--- src/rtl/lsm_pkg.sv ---
package lsm_pkg;
  localparam int BIT_LINK = 7;
  localparam int BIT_AUI  = 8;
  localparam int BIT_TP   = 9;
  localparam int BIT_POL  = 12;
  localparam int BIT_CRS  = 14;
  localparam int ID_W     = 6;
  localparam logic [ID_W-1:0] ID_CODE = 6'b010100;
  localparam int STAT_W   = 16;
endpackage

--- src/rtl/lsm_link_timer.sv ---
module lsm_link_timer #(
  parameter int unsigned TMO_CYC = 2000000
) (
  input  logic clk,
  input  logic rst_n,
  input  logic act_i,
  output logic up_o
);
  localparam int unsigned CW = $clog2(TMO_CYC + 1);
  localparam logic [CW-1:0] LAST = CW'(TMO_CYC - 1);

  logic [CW-1:0] cnt_q;
  logic          up_q;

  always_ff @(posedge clk) begin
    if (!rst_n) begin
      cnt_q <= '0;
      up_q  <= 1'b0;
    end else if (act_i) begin
      cnt_q <= '0;
      up_q  <= 1'b1;
    end else if (up_q) begin
      if (cnt_q == LAST) begin
        cnt_q <= '0;
        up_q  <= 1'b0;
      end else begin
        cnt_q <= cnt_q + 1'b1;
      end
    end
  end

  assign up_o = up_q;
endmodule

--- src/rtl/lsm_pol_fix.sv ---
module lsm_pol_fix (
  input  logic clk,
  input  logic rst_n,
  input  logic pol_good_i,
  input  logic fix_off_i,
  input  logic bit_stb_i,
  input  logic bit_i,
  output logic pol_true_o,
  output logic fix_bit_o,
  output logic out_vld_o,
  output logic out_bit_o
);
  logic pol_q;
  logic vld_q;
  logic bit_q;
  logic invert;

  assign invert    = ~pol_q & ~fix_off_i;
  assign fix_bit_o = bit_i ^ invert;

  always_ff @(posedge clk) begin
    if (!rst_n) begin
      pol_q <= 1'b0;
      vld_q <= 1'b0;
      bit_q <= 1'b0;
    end else begin
      pol_q <= pol_good_i;
      vld_q <= bit_stb_i;
      if (bit_stb_i) bit_q <= fix_bit_o;
    end
  end

  assign pol_true_o = pol_q;
  assign out_vld_o  = vld_q;
  assign out_bit_o  = bit_q;
endmodule

--- src/rtl/lsm_carrier.sv ---
module lsm_carrier #(
  parameter int unsigned CLK_PER_BIT = 4
) (
  input  logic clk,
  input  logic rst_n,
  input  logic bit_stb_i,
  input  logic bit_i,
  output logic crs_o
);
  localparam int unsigned HOLD = 2 * CLK_PER_BIT;
  localparam int unsigned HW   = $clog2(HOLD + 1);
  localparam logic [HW-1:0] RELOAD = HW'(HOLD - 1);

  logic          prev_q;
  logic          crs_q;
  logic [HW-1:0] hold_q;
  logic          rise;

  assign rise = bit_stb_i & bit_i & ~prev_q;

  always_ff @(posedge clk) begin
    if (!rst_n) begin
      prev_q <= 1'b0;
      crs_q  <= 1'b0;
      hold_q <= '0;
    end else begin
      if (bit_stb_i) prev_q <= bit_i;
      if (rise) begin
        crs_q  <= 1'b1;
        hold_q <= RELOAD;
      end else if (crs_q) begin
        if (hold_q == '0) crs_q <= 1'b0;
        else              hold_q <= hold_q - 1'b1;
      end
    end
  end

  assign crs_o = crs_q;
endmodule

--- src/rtl/lsm_line_status.sv ---
module lsm_line_status
  import lsm_pkg::*;
#(
  parameter int unsigned LINK_TMO    = 2000000,
  parameter int unsigned CLK_PER_BIT = 4
) (
  input  logic              clk,
  input  logic              rst_n,
  input  logic              rx_act,
  input  logic              rx_bit_stb,
  input  logic              rx_data,
  input  logic              rx_pol_good,
  input  logic              pol_fix_off,
  input  logic              port_sel,
  output logic [STAT_W-1:0] stat_word,
  output logic              corr_vld,
  output logic              corr_data
);
  logic lnk_up;
  logic pol_true;
  logic fix_bit;
  logic carrier;
  logic aui_q;
  logic tp_q;

  lsm_link_timer #(.TMO_CYC(LINK_TMO)) i_link (
    .clk   (clk),
    .rst_n (rst_n),
    .act_i (rx_act),
    .up_o  (lnk_up)
  );

  lsm_pol_fix i_pol (
    .clk        (clk),
    .rst_n      (rst_n),
    .pol_good_i (rx_pol_good),
    .fix_off_i  (pol_fix_off),
    .bit_stb_i  (rx_bit_stb),
    .bit_i      (rx_data),
    .pol_true_o (pol_true),
    .fix_bit_o  (fix_bit),
    .out_vld_o  (corr_vld),
    .out_bit_o  (corr_data)
  );

  lsm_carrier #(.CLK_PER_BIT(CLK_PER_BIT)) i_crs (
    .clk       (clk),
    .rst_n     (rst_n),
    .bit_stb_i (rx_bit_stb),
    .bit_i     (fix_bit),
    .crs_o     (carrier)
  );

  always_ff @(posedge clk) begin
    if (!rst_n) begin
      aui_q <= 1'b0;
      tp_q  <= 1'b0;
    end else begin
      aui_q <= port_sel;
      tp_q  <= ~port_sel;
    end
  end

  always_comb begin
    stat_word            = '0;
    stat_word[ID_W-1:0]  = ID_CODE;
    stat_word[BIT_LINK]  = lnk_up;
    stat_word[BIT_AUI]   = aui_q;
    stat_word[BIT_TP]    = tp_q;
    stat_word[BIT_POL]   = pol_true;
    stat_word[BIT_CRS]   = carrier;
  end
endmodule

--- config.mk ---
export PLATFORM = sky130hd
export DESIGN_NAME = lsm_line_status
export DESIGN_NICKNAME = d
export VERILOG_FILES = /design/src/rtl/lsm_pkg.sv /design/src/rtl/lsm_link_timer.sv /design/src/rtl/lsm_pol_fix.sv /design/src/rtl/lsm_carrier.sv /design/src/rtl/lsm_line_status.sv
export SDC_FILE = /design/constraint.sdc
export NUM_CORES = 1
export LEC_CHECK = 0
export CAP_MARGIN = 20
export CORE_MARGIN = 2
export CORE_UTILIZATION = 35
export DETAILED_ROUTE_END_ITERATION = 7
export GPL_ROUTABILITY_DRIVEN = 0
export HOLD_SLACK_MARGIN = 0.03
export PLACE_DENSITY_LB_ADDON = 0.1
export SYNTH_ARGS = -nofsm -noshare
export SYNTH_HDL_FRONTEND = slang
export SYNTH_SLANG_ARGS = --single-unit
--- constraint.sdc ---
create_clock -name clk -period 4.7 [get_ports clk]
set_input_delay 0.47 -clock clk [delete_from_list [all_inputs] [get_ports clk]]
set_output_delay 0.47 -clock clk [all_outputs]
set_load 0.005 [all_outputs]
* Word level (Yosys, flattened, before mapping) *
Cells that the tools add are included.

cells by class
  $add $sub $neg = 2
  eq/ne operators = 2
  mux-type cells = 10
  bitwise operators = 10
  reduce and logical (&&, ||, !) cells = 6

operators by type and width
  cell                                                                     count
  21-bit by 1-bit adder with 21-bit output, second input constant          1
  21-bit equality test, second input constant                              1
  21-bit two-way mux                                                       1
  3-bit two-way mux                                                        3
  1-bit two-way mux                                                        6
  1-bit NOT                                                                6
  4-bit logical NOT                                                        1
  2-bit AND reduction                                                      2
  2-bit OR reduction                                                       2
  4-bit by 1-bit subtractor with 4-bit output, second input constant       1
  1-bit bitwise AND                                                        3
  2-bit by 1-bit inequality test with 1-bit output, second input constant  1
  2-bit nonzero test                                                       1
  1-bit XOR                                                                1

word-level totals
  bits in registers = 32
  bits of input ports = 8
  output and inout port bits = 18

* Logic depth before layout (Yosys ltp) *
Gate-level depths: netlist (run 1).

  depth in word-level cells = 7
  mapped depth = 6
  mapped depth without buffers = 6

* By module *
From an unflattened synthesis (run 1), not the netlist that was laid out.

second synthesis, totals
  cell total of the unflattened synthesis = 185
  area total of the unflattened synthesis = 1662.8 um2

by module, submodules not included
  module           instances  cells each  area each (um2)  sequential area each (um2)
  lsm_link_timer   1          122         1087.3           440.4
  lsm_carrier      1          31          287.8            120.1
  lsm_line_status  1          22          183.9            40.0
  lsm_pol_fix      1          10          103.8            60.1

* Least setup slack after synthesis (run 1) *
OpenSTA, ideal clock, no wires.

  path type = register to register
  start = register i_link.cnt_q[0]
  end = register i_link.cnt_q[18]
  library setup time = 0.070 ns
  arrival time = 1.575 ns
  slack = 3.055 ns
  stages on the path, launching flop included = 6
  clock period less this slack = 1.645 ns
  path through = dfxtp_1 -> ha_1 -> and3_1 -> nand4_4 -> or4_1 -> a21oi_1

between the ends
  longest elaborated chain between the ends = 2

RTL lines
  item                                                                              line                                        RTL
  from (decl)                                                                       lsm_link_timer.sv:12                        logic [CW-1:0] cnt_q;
  from (signal assigned)                                                            lsm_link_timer.sv:27                        cnt_q <= cnt_q + 1'b1;
  21-bit by 1-bit adder with 21-bit output or 21-bit equality test (tied branches)  lsm_link_timer.sv:27, lsm_link_timer.sv:23
  21-bit two-way mux (*)                                                            lsm_link_timer.sv:23                        if (cnt_q == LAST) begin

Every way passes the cells marked *; elsewhere a longest branch is shown, timed or not.
A chain may end at the register's enable or synchronous reset.

* Worst setup path in the final report (run 1) *
  start = register i_link.cnt_q[0]
  end = register i_link.cnt_q[10]

The elaborated chain is that of the path after synthesis.

==> results.txt, run 1 <==
The run gives 0 as the number of antenna cells inserted. The tools report the number of endpoints with negative hold slack in the final report as 0. The share of the yosys chip area belonging to registers is 0.394.

The path class of the tightest hold or removal check is register to register. The logs give 15 for the largest net degree at the start of global routing and 4 for the first-pass iteration count of the detailed router. The fill cell instance count of the final layout is 451. Max-slew violation total from the final report: 0. For this run, design rule violations remaining after detail routing come to 0.

Cell count after synthesis: 182. Buffers added to address setup during post-CTS repair amount to 0. Ranked by total cell area, the synthesized netlist is headed by sky130_fd_sc_hd__dfxtp_1 39%, sky130_fd_sc_hd__buf_4 7.8%, sky130_fd_sc_hd__xor2_1 4.3%. The detail route stage leaves a number of antenna-violating nets equal to 0. The per-cell via count in the routed design came out at 5.12. For this design the ratio of total power to cell area is 303 nW/um^2. The number of gates resized after CTS was 0. The chip height is 72.2 microns, and the layout overhead on the synthesized area is 10.5%. The logs give 4840 ps for the data required time at the worst endpoint and 280 ps for the clock latency on the worst-skew pair. Setup repair after global routing left no endpoint under its margin. In the final timing run, aggregate negative setup slack is 0 ps. For the initial DRC count, the log shows 44.

The number of port buffers is 14. The static leakage power is 0.640 nW. Setup violations remaining at the end of the flow were counted as 0. The most frequent cell after synthesis was sky130_fd_sc_hd__dfxtp_1. Counting distinct cell types in the post-synthesis netlist gives 39. Via count: 1249. The clock tree synthesis step divided the H-tree into 2 levels.

Across the VDD grid, the largest voltage drop is 182 uV. The number of antenna violations at the first check in global routing is 0. The number of flip-flops and latches in the synthesized netlist came out at 32. The floorplan step defined a die boundary enclosing 5210 sq um. The biggest area contributor in the post-synthesis netlist is sky130_fd_sc_hd__dfxtp_1.

The first-pass GRT wire length came out at 5560 microns. The register name with the most flops was i_link.cnt_q. TritonCTS built the clock tree. The fraction of layout instances using a drive strength above 1 was 0.0573; the post-synth design cell area was 1630 sq um. The proportion of register bits with asynchronous set or reset after synthesis was 0; the share of the cycle needed by the critical path after routing was 0.422. For this design the top-level I/O count stands at 26. The proportion of netlist area held by the largest area contributor works out to 0.394.

Among all flip-flop cells after synthesis, the most frequent one is sky130_fd_sc_hd__dfxtp_1. The run gives 0 as the number of hold buffers added after CTS. The total congestion overflow after global routing is 0, and the maximum fanout along the worst path is 14.

The number of enable flip-flop cells after synthesis is 0. The worst setup path is launched from a register. Maximum count of clock buffers along a single path: 2. After layout, the design draws a total of 544 uW.

The run finished with clean final reports. The logs give 0.368 for the starting density of the core and 201 for the net total in the final layout. The number of warning messages in the yosys log was 0.

The worst setup path is captured at a register. Counting I/O delays and the setup requirement, the final critical path takes 1980 ps. The normalized max-slew margin was 0.600; the core box area was 4410 sq um.

Max-cap violations in this run came to 0. The number of buffers added by the clock tree synthesis step was 5; the slew at the pin closest to its max-slew limit was 599 ps. The commonest cells after synthesis are 32 x sky130_fd_sc_hd__dfxtp_1, 17 x sky130_fd_sc_hd__buf_4, 14 x sky130_fd_sc_hd__nor2_1. Summed over all layers, the routed wires come to 3140 microns. The width of the die is 72.2 microns. Summed over all nets, the half-perimeter wirelength after detailed placement is 2370 microns.

Routed length per placed instance: 12.9 microns. The tools report the area occupied by registers as 641 sq um. In the final layout, the registers with the most flip-flops are i_link.cnt_q x21, i_crs.hold_q x4. Each instance of the synthesized netlist takes up on average 8.94 sq um. In this run the clock root is driven by a sky130_fd_sc_hd__clkbuf_8. Hold timing on the final database bottoms out at a slack of 503 ps. For the worst setup path, the data arrival time is 2130 ps. The number of flip-flops under the largest register name is 21, and the combined global-route utilization of all metal layers is 0.138.

Excluding fillers, the count of instances in the completed layout stands at 244. Summing all multi-input logic gate instances after layout gives 835 sq um. The run gives 236 as the number of placed instances with taps included. Clock-pin slew was measured on the worst setup and hold paths at 60 ps. The clock drives 32 sinks. The critical path is of the register to register type. The via count of the first global-routing pass was 1227; the count of standard-cell rows was 24. The worst-case clock skew is 3.52 ps, and the maximum clock frequency is 504 MHz.
## metrics by stage
| step | utilization | setup slack [ps] | area, sq um |
|---|---|---|---|
| CTS | 0.407 | 2680 | 1800 |
| detailed placement | 0.387 | 2680 | 1710 |
| global route | 0.407 | 2470 | 1800 |
| global placement | 0.387 | 2750 | 1710 |
| floorplan | - | 3060 | 1660 |
| finish | 0.407 | 2720 | 1800 |
## critical path, cell delays in order, from the launching register on
cell                       delay (ps)
sky130_fd_sc_hd__dfxtp_1          430
sky130_fd_sc_hd__ha_1             220
sky130_fd_sc_hd__nor4bb_1         250
sky130_fd_sc_hd__nand3_1          270
sky130_fd_sc_hd__o31ai_4          560
sky130_fd_sc_hd__nor2_1           120
## layer usage
metal	GRT usage	vias to the layer above	wire length, microns
li1	-	630	-
met1	0.161	585	1440
met2	0.219	29	1500
met3	0.0556	5	149
met4	0.0692	0	53
met5	0	-	0
## layout make-up
class	count	area share
multi-input combinational	131	0.464
sequential	32	0.357
timing repair buffer	14	0.0780
clock buffer	8	0.0501
tap	52	0.0362
inverter	7	0.0146
## logic make-up after synthesis
family | Yosys count | share of synthesized area
AOI/OAI and AO/OA | 32 | 0.134
xor gates and xnor gates | 14 | 0.0754
adders and majority gates | 2 | 0.0154
buffers and inverters | 28 | 0.114
DFF | 32 | 0.394
muxes | 1 | 0.00615
other | 2 | 0.00462
and+or+nand+nor | 71 | 0.257
## final timing paths
kind                                       start  depth (start not counted)  slack [ps]               end
worst min-delay path            i_link.cnt_q[19]                          2         500  i_link.cnt_q[19]
worst max register to register   i_link.cnt_q[0]                          5        2720  i_link.cnt_q[10]
worst min register to register  i_link.cnt_q[19]                          2         500  i_link.cnt_q[19]
worst max-delay path             i_link.cnt_q[0]                          5        2720  i_link.cnt_q[10]
## cells in the final DEF (no fill, tap or decap), types with 2 or more instances in the layout
master / count
sky130_fd_sc_hd__clkbuf_8: 6
sky130_fd_sc_hd__o21ai_0: 6
sky130_fd_sc_hd__nand4_1: 8
sky130_fd_sc_hd__a21oi_1: 10
sky130_fd_sc_hd__clkbuf_1: 2
sky130_fd_sc_hd__nor2_1: 14
sky130_fd_sc_hd__nand2b_1: 3
sky130_fd_sc_hd__clkdlybuf4s50_1: 14
sky130_fd_sc_hd__xnor2_1: 6
sky130_fd_sc_hd__xor2_1: 8
sky130_fd_sc_hd__o211ai_1: 2
sky130_fd_sc_hd__and2_1: 4
sky130_fd_sc_hd__or4_1: 4
sky130_fd_sc_hd__dfxtp_1: 32
sky130_fd_sc_hd__or3_1: 4
sky130_fd_sc_hd__nand3_1: 7
sky130_fd_sc_hd__nor3b_1: 2
sky130_fd_sc_hd__conb_1: 11
sky130_fd_sc_hd__inv_1: 7
sky130_fd_sc_hd__and4_1: 3
sky130_fd_sc_hd__o31ai_1: 4
sky130_fd_sc_hd__ha_1: 2
sky130_fd_sc_hd__o21a_1: 7
sky130_fd_sc_hd__nand2_1: 12
## power breakdown
group          leakage, nW  total, mW  internal (mW)  switching, mW
Clock               0.0455      0.213          0.119         0.0933
Combinational        0.334     0.0458         0.0242         0.0216
Sequential           0.260      0.286          0.279        0.00672
Power figures use the tool's default switching activity.
==> inputs of run 2 (changes only) <==
Clock period 4.7 ns to 2 ns, I/O delays scaled along.
==> results.txt, run 2 (synthesized netlist as in run 1, its figures left out) <==
Once detail routing completed, the nets flagged for antenna violations numbered 0. The post-place setup slack is 200 ps. The max-slew violation total from the final report was 0. Worst-case clock skew: 10.5 ps.

For this design, the sink count on the clock tree is 32. The number of antenna cells inserted was 0; the total setup buffers inserted after CTS was 0. The normalized max-slew margin was 0.639; the overall power of the completed layout was 1.30 mW.

After clock tree synthesis, the repair step resized 0 gates. The worst setup path category was register to register. The startpoint of the lowest-slack register-to-register path is i_link.cnt_q[1]. The number of flip-flops under the largest register name works out to 21. For the worst setup path, the data arrival time is 2050 ps. The number of endpoints failing setup at the final stage was 0. The number of hold buffers added after CTS came out at 0. Data required time at the worst endpoint: 2210 ps. The tools report the cell chosen for the clock root as sky130_fd_sc_hd__clkbuf_8.

Buffers inserted during clock tree synthesis total 5. The worst hold path terminates at tp_q. In the final layout, the registers with the most flip-flops are i_link.cnt_q x21, i_crs.hold_q x4. After the first detailed-routing iteration, the DRC count stood at 50.

The H-tree depth was 2; the maximum count of clock buffers along a single path was 2. After layout, the minimum clock period comes to 1840 ps. The run gives 0.368 as the starting density of the core.

The detailed-placement wirelength estimate was 2340 microns; the via count of the first global-routing pass was 1205. The power per cell area is 701 nW/um^2. Origin of the worst min-delay path: port_sel.

During placement, the flow inserted port buffers numbering 14. The clock transition at the registers of the reported paths works out to 70 ps. Maximum clock frequency: 544 MHz. Wires add up to 3130 microns. In the layout the commonest cells are 32 x sky130_fd_sc_hd__dfxtp_1, 14 x sky130_fd_sc_hd__nor2_1, 14 x sky130_fd_sc_hd__clkdlybuf4s50_1, 12 x sky130_fd_sc_hd__nand2_1, 11 x sky130_fd_sc_hd__conb_1. In the routed layout, each cell is associated on average with a via count of 5.05. The setup check on the worst reg-to-reg path leaves a slack of 160 ps.

The region available for standard cell placement spans 4410 sq um. Across the run, the number of max-cap violations was 0. Traced cell by cell, the critical path runs through ha_1 -> and3_1 -> nand4_4 -> or4_1 -> a21oi_1. The run finished with clean final reports. In this run the static leakage power is 0.685 nW. Setup repair after global routing left no endpoint under its margin. The width of the die is 72.2 microns, and the worst setup slack after layout is 163 ps.

The endpoint identified for the worst register-to-register timing path is i_link.cnt_q[18]. 26 I/O pins were placed. The most common library cell in the layout ignoring fill and taps was sky130_fd_sc_hd__dfxtp_1. For the post-route core utilization, the log shows 0.421.

At the pin with the least slew margin, the transition time is 537 ps. The remaining routing DRC violations was 0. The fraction of layout instances using a drive strength above 1 was 0.105. Number of antenna violations at the first check in global routing: 0. The worst setup path is launched from a register. After detailed routing, the average wire length per cell comes to 12.4 microns. The tools report the number of endpoints with negative hold slack in the final report as 0. TritonCTS built the clock tree. Net total in the final layout: 209.

The maximum fanout along the worst path came out at 5. Summing over every cut layer, the via total after detailed routing is 1272. The worst hold path passes through 2 cells. Compared with the post-synthesis result, the final layout area differs by 14.3%. The total congestion overflow after global routing is 0, and the longest individual stage delay on the worst path is 530 ps. Worst voltage drop across the vdd grid: 313 uV. The floorplan has 24 rows. The number of cells on the worst reg-to-reg path is 5. The tools report the final hold slack as 465 ps.

Classification of the worst-slack hold path: primary input to register. The chip height came out at 72.2 microns. The setup total negative slack came out at 0 ps.

The slowest stage of the critical path is the sky130_fd_sc_hd__or4_1 cell. The run gives 280 ps as the clock latency on the worst-skew pair. The worst setup path is captured at a register. The largest net degree at the start of global routing is 15, and the first-pass iteration count of the detailed router is 4. The share of the cycle needed by the critical path after routing came out at 0.919.

The die covers 5210 sq um. The tools report the first-pass GRT wire length as 5530 microns. The register name with the most flops is i_link.cnt_q. The run gives 0.137 as the combined global-route utilization of all metal layers.
==> run 2: changes by cell type in the layout (fill, tap and decap cells not counted), sizes merged <==
| cell | delta |
|---|---|
| clkbuf | -2 |
| clkinv | +2 |
| buf | +8 |
==> run 2: cell type report <==
cell class | instances | area (sq um)
fillers | 444 | 2550
multi-input cells | 131 | 835
flip-flops and latches | 32 | 641
repair buffers | 22 | 200
clock buffers | 6 | 82.6
well taps | 52 | 65.1
inverters | 7 | 26.3
clock inverters | 2 | 10.0
==> run 2: worst max path at each step <==
stage                           startpoint  slack (ps)  depth (start not counted)          endpoint
after floorplan            i_link.cnt_q[0]         360                          5  i_link.cnt_q[18]
after global placement    i_link.cnt_q[10]         210                          5   i_link.cnt_q[4]
after CTS                  i_link.cnt_q[1]         170                          5  i_link.cnt_q[18]
after global routing       i_link.cnt_q[1]          50                          5  i_link.cnt_q[18]
final                      i_link.cnt_q[1]         160                          5  i_link.cnt_q[18]
after detailed placement   i_link.cnt_q[1]         200                          5  i_link.cnt_q[18]
==> run 2: through the flow <==
stage | area [sq um] | std cells
global route | 1860 | 252
floorplan | 1660 | 191
detailed placement | 1770 | 244
CTS | 1860 | 252
global placement | 1770 | 244
finish | 1860 | 252
==> run 2: metal layers <==
layer / vias to the layer above / wire length, microns / track usage
met2: 30 / 1380 / 0.215
li1: 648 / - / -
met4: 0 / 57 / 0.0566
met3: 7 / 148 / 0.0417
met1: 587 / 1540 / 0.174
met5: - / 0 / 0
==> run 2: power by group <==
group | switching [mW] | internal [mW]
Clock | 0.240 | 0.274
Sequential | 0.0132 | 0.655
Combinational | 0.0552 | 0.0654
Total | 0.308 | 0.995
==> run 2: worst max-delay path, delay by kind of cell (launching register included) <==
kind | cells | cell delay (ps)
AOI/OAI and AO/OA | 1 | 150
adders and majority gates | 1 | 210
and+or+nand+nor | 3 | 1020
DFF | 1 | 390
==> inputs of run 3 (changes only) <==
Settings changed: ABC_CLOCK_PERIOD_IN_PS set to 2000, CORE_ASPECT_RATIO set to 0.5.
==> results.txt, run 3 (synthesized netlist as in run 1, its figures left out) <==
The run finished with clean final reports. The first global-routing pass estimated 5460 microns of wire. STA puts the critical path data required time at 2210 ps. In this run the most used layer during global routing was met2. Setup slack on the worst reg-to-reg path comes out at 200 ps.

Total setup buffers inserted after CTS: 0. The run gives 5 as the number of buffers added by the clock tree synthesis step. The run gives 4420 sq um as the core box area. The longest individual stage delay on the worst path was 530 ps; the clock transition at the registers of the reported paths was 60 ps. The per-cell via count in the routed design was 4.78; the post-route core utilization was 0.424.

The clock latency on the worst-skew pair is 270 ps. The fraction of layout instances using a drive strength above 1 works out to 0.105. The final hold slack is 472 ps. Counting the fill cells in the layout gives 459.

The run gives 2 as the H-tree depth. In this run the worst hold path is classified as primary input to register. Of all nets on the critical path, the largest fanout is 5. The critical path contains buffers and inverters numbering 0 combined. For the normalized max-slew margin, the log shows 0.656. The most common library cell in the layout ignoring fill and taps was sky130_fd_sc_hd__dfxtp_1.

The number of antenna cells inserted is 0, and the maximum count of clock buffers along a single path is 2. In this run, the number of DRC markers left after iteration 0 of detailed routing was 40. The width of the die was 100 microns. Broken down by cell family, the worst path's largest delay share belongs to simple AND/OR/NAND/NOR gates.

The number of placed instances with taps included is 250. Summing all multi-input logic gate instances after layout gives 835 sq um. Worst setup path category: register to register. The final antenna-violating net count is 0, and the share of the cycle needed by the critical path after routing is 0.898. 26 I/O pins were placed. Buffers placed on the I/O ports in this run total 14. For the fraction of met3 tracks used by global routing, the log shows 0.0453. Routed wire length: 2970 microns.

Setup repair after global routing left no endpoint under its margin. Buffers inserted to repair hold after CTS numbered 0. The largest registers in the layout are i_link.cnt_q x21, i_crs.hold_q x4. The finished layout holds 257 standard cells, fillers aside. For the finished layout, the period the worst path requires is 1800 ps. The starting density of the core came out at 0.368. The analysis attributes to cell leakage a power of 0.690 nW. The area of the die was 5240 sq um; the number of flip-flops under the largest register name was 21. Setup total negative slack: 0 ps.

The met1 demand-to-capacity share in global routing was 0.177. The logs give 0 for the number of antenna violations at the first check in global routing and 0 for the total of cells resized after clock tree synthesis. The first TritonRoute pass finished after 4 iterations.

The remaining routing DRC violations was 0; the chip height was 52.2 microns. The layout overhead on the synthesized area is 15.4%, and the total congestion overflow after global routing is 0. i_link.cnt_q holds more flip-flops than any other register. TritonCTS built the clock tree. Across the whole layout, storage elements account for 641 sq um. The combined global-route utilization of all metal layers came out at 0.137. Entering global routing, the biggest net connects 15 pins. The finished cells cover 1880 sq um. Setup violations remaining at the end of the flow were counted as 0. For this design the ratio of total power to cell area is 701 nW/um^2. In the layout the commonest cells are 32 x sky130_fd_sc_hd__dfxtp_1, 14 x sky130_fd_sc_hd__nor2_1, 14 x sky130_fd_sc_hd__clkdlybuf4s50_1, 12 x sky130_fd_sc_hd__nand2_1, 11 x sky130_fd_sc_hd__conb_1.

STA classifies the critical path endpoint as a register. In this run the core area contains 17 standard-cell rows. Traced cell by cell, the critical path runs through ha_1 -> and3_1 -> nand4_4 -> or4_1 -> a21oi_1.

The number of endpoints with negative hold slack in the final report was 0; the worst-case clock skew was 5.17 ps. At the end of the flow, the number of nets in the layout was 210. Across the run, the number of max-cap violations was 0.

The tools report the type of element launching the critical path as a register. The tools report the total placed instance area as 1780 sq um. The slowest stage of the critical path belongs to the cell sky130_fd_sc_hd__or4_1. Based on the critical path, the design can be clocked at up to 557 MHz.

Detailed-placement wirelength estimate: 2210 microns. The max-slew violation total from the final report was 0. The via count of the first global-routing pass came out at 1188. The worst voltage drop across the vdd grid was 364 uV. The cell chosen for the clock root is sky130_fd_sc_hd__clkbuf_8. At the worst endpoint, the arrival time is 2010 ps.

In the final routed layout, each cell accounts on average for 11.6 microns. The logs give 1229 for the via count and 32 for the TritonCTS sink count. The met2 usage was 0.216; the slew at the pin closest to its max-slew limit was 512 ps.
[run 3: cell types whose count changed in the layout (fill, tap and decap cells not counted)]
cell	delta
sky130_fd_sc_hd__clkbuf_8	+1
sky130_fd_sc_hd__clkinv_2	-2
sky130_fd_sc_hd__buf_4	+1
[run 3: path summary, 6_finish.rpt]
check                                      start                to  depth (start not counted)
worst max-delay path             i_link.cnt_q[1]  i_link.cnt_q[18]                          5
worst min-delay path                    port_sel              tp_q                          2
worst max register to register   i_link.cnt_q[1]  i_link.cnt_q[18]                          5
worst min register to register  i_link.cnt_q[20]  i_link.cnt_q[20]                          2
[run 3: through the flow]
step | power (mW) | setup slack [ps]
2_1_floorplan | 0.774 | 355
3_3_place_gp | 0.803 | 214
3_5_place_dp | 0.803 | 205
4_1_cts | 1.34 | 187
5_1_grt | 1.39 | 62.0
6_report | 1.32 | 203
[run 3: cell type report]
type                            instances  area share
Multi-Input combinational cell        131       0.445
Clock buffer                            7      0.0513
Tap cell                               57      0.0380
Inverter                                7      0.0140
Timing Repair Buffer                   23       0.111
Sequential cell                        32       0.341
[run 3: power by group]
part | switching, mW | internal (mW) | leakage [nW] | total [mW]
clock | 0.222 | 0.306 | 0.0503 | 0.528
combinational | 0.0539 | 0.0652 | 0.379 | 0.119
sequential | 0.0130 | 0.656 | 0.260 | 0.669
[run 3: layer usage]
layer  vias to the layer above  part of all wire  wire length, microns
met4                         0            0.0061                    18
met1                       556              0.54                  1600
li1                        648                 -                     -
met2                        23              0.41                  1220
met5                         -                 0                     0
met3                         2             0.045                   134
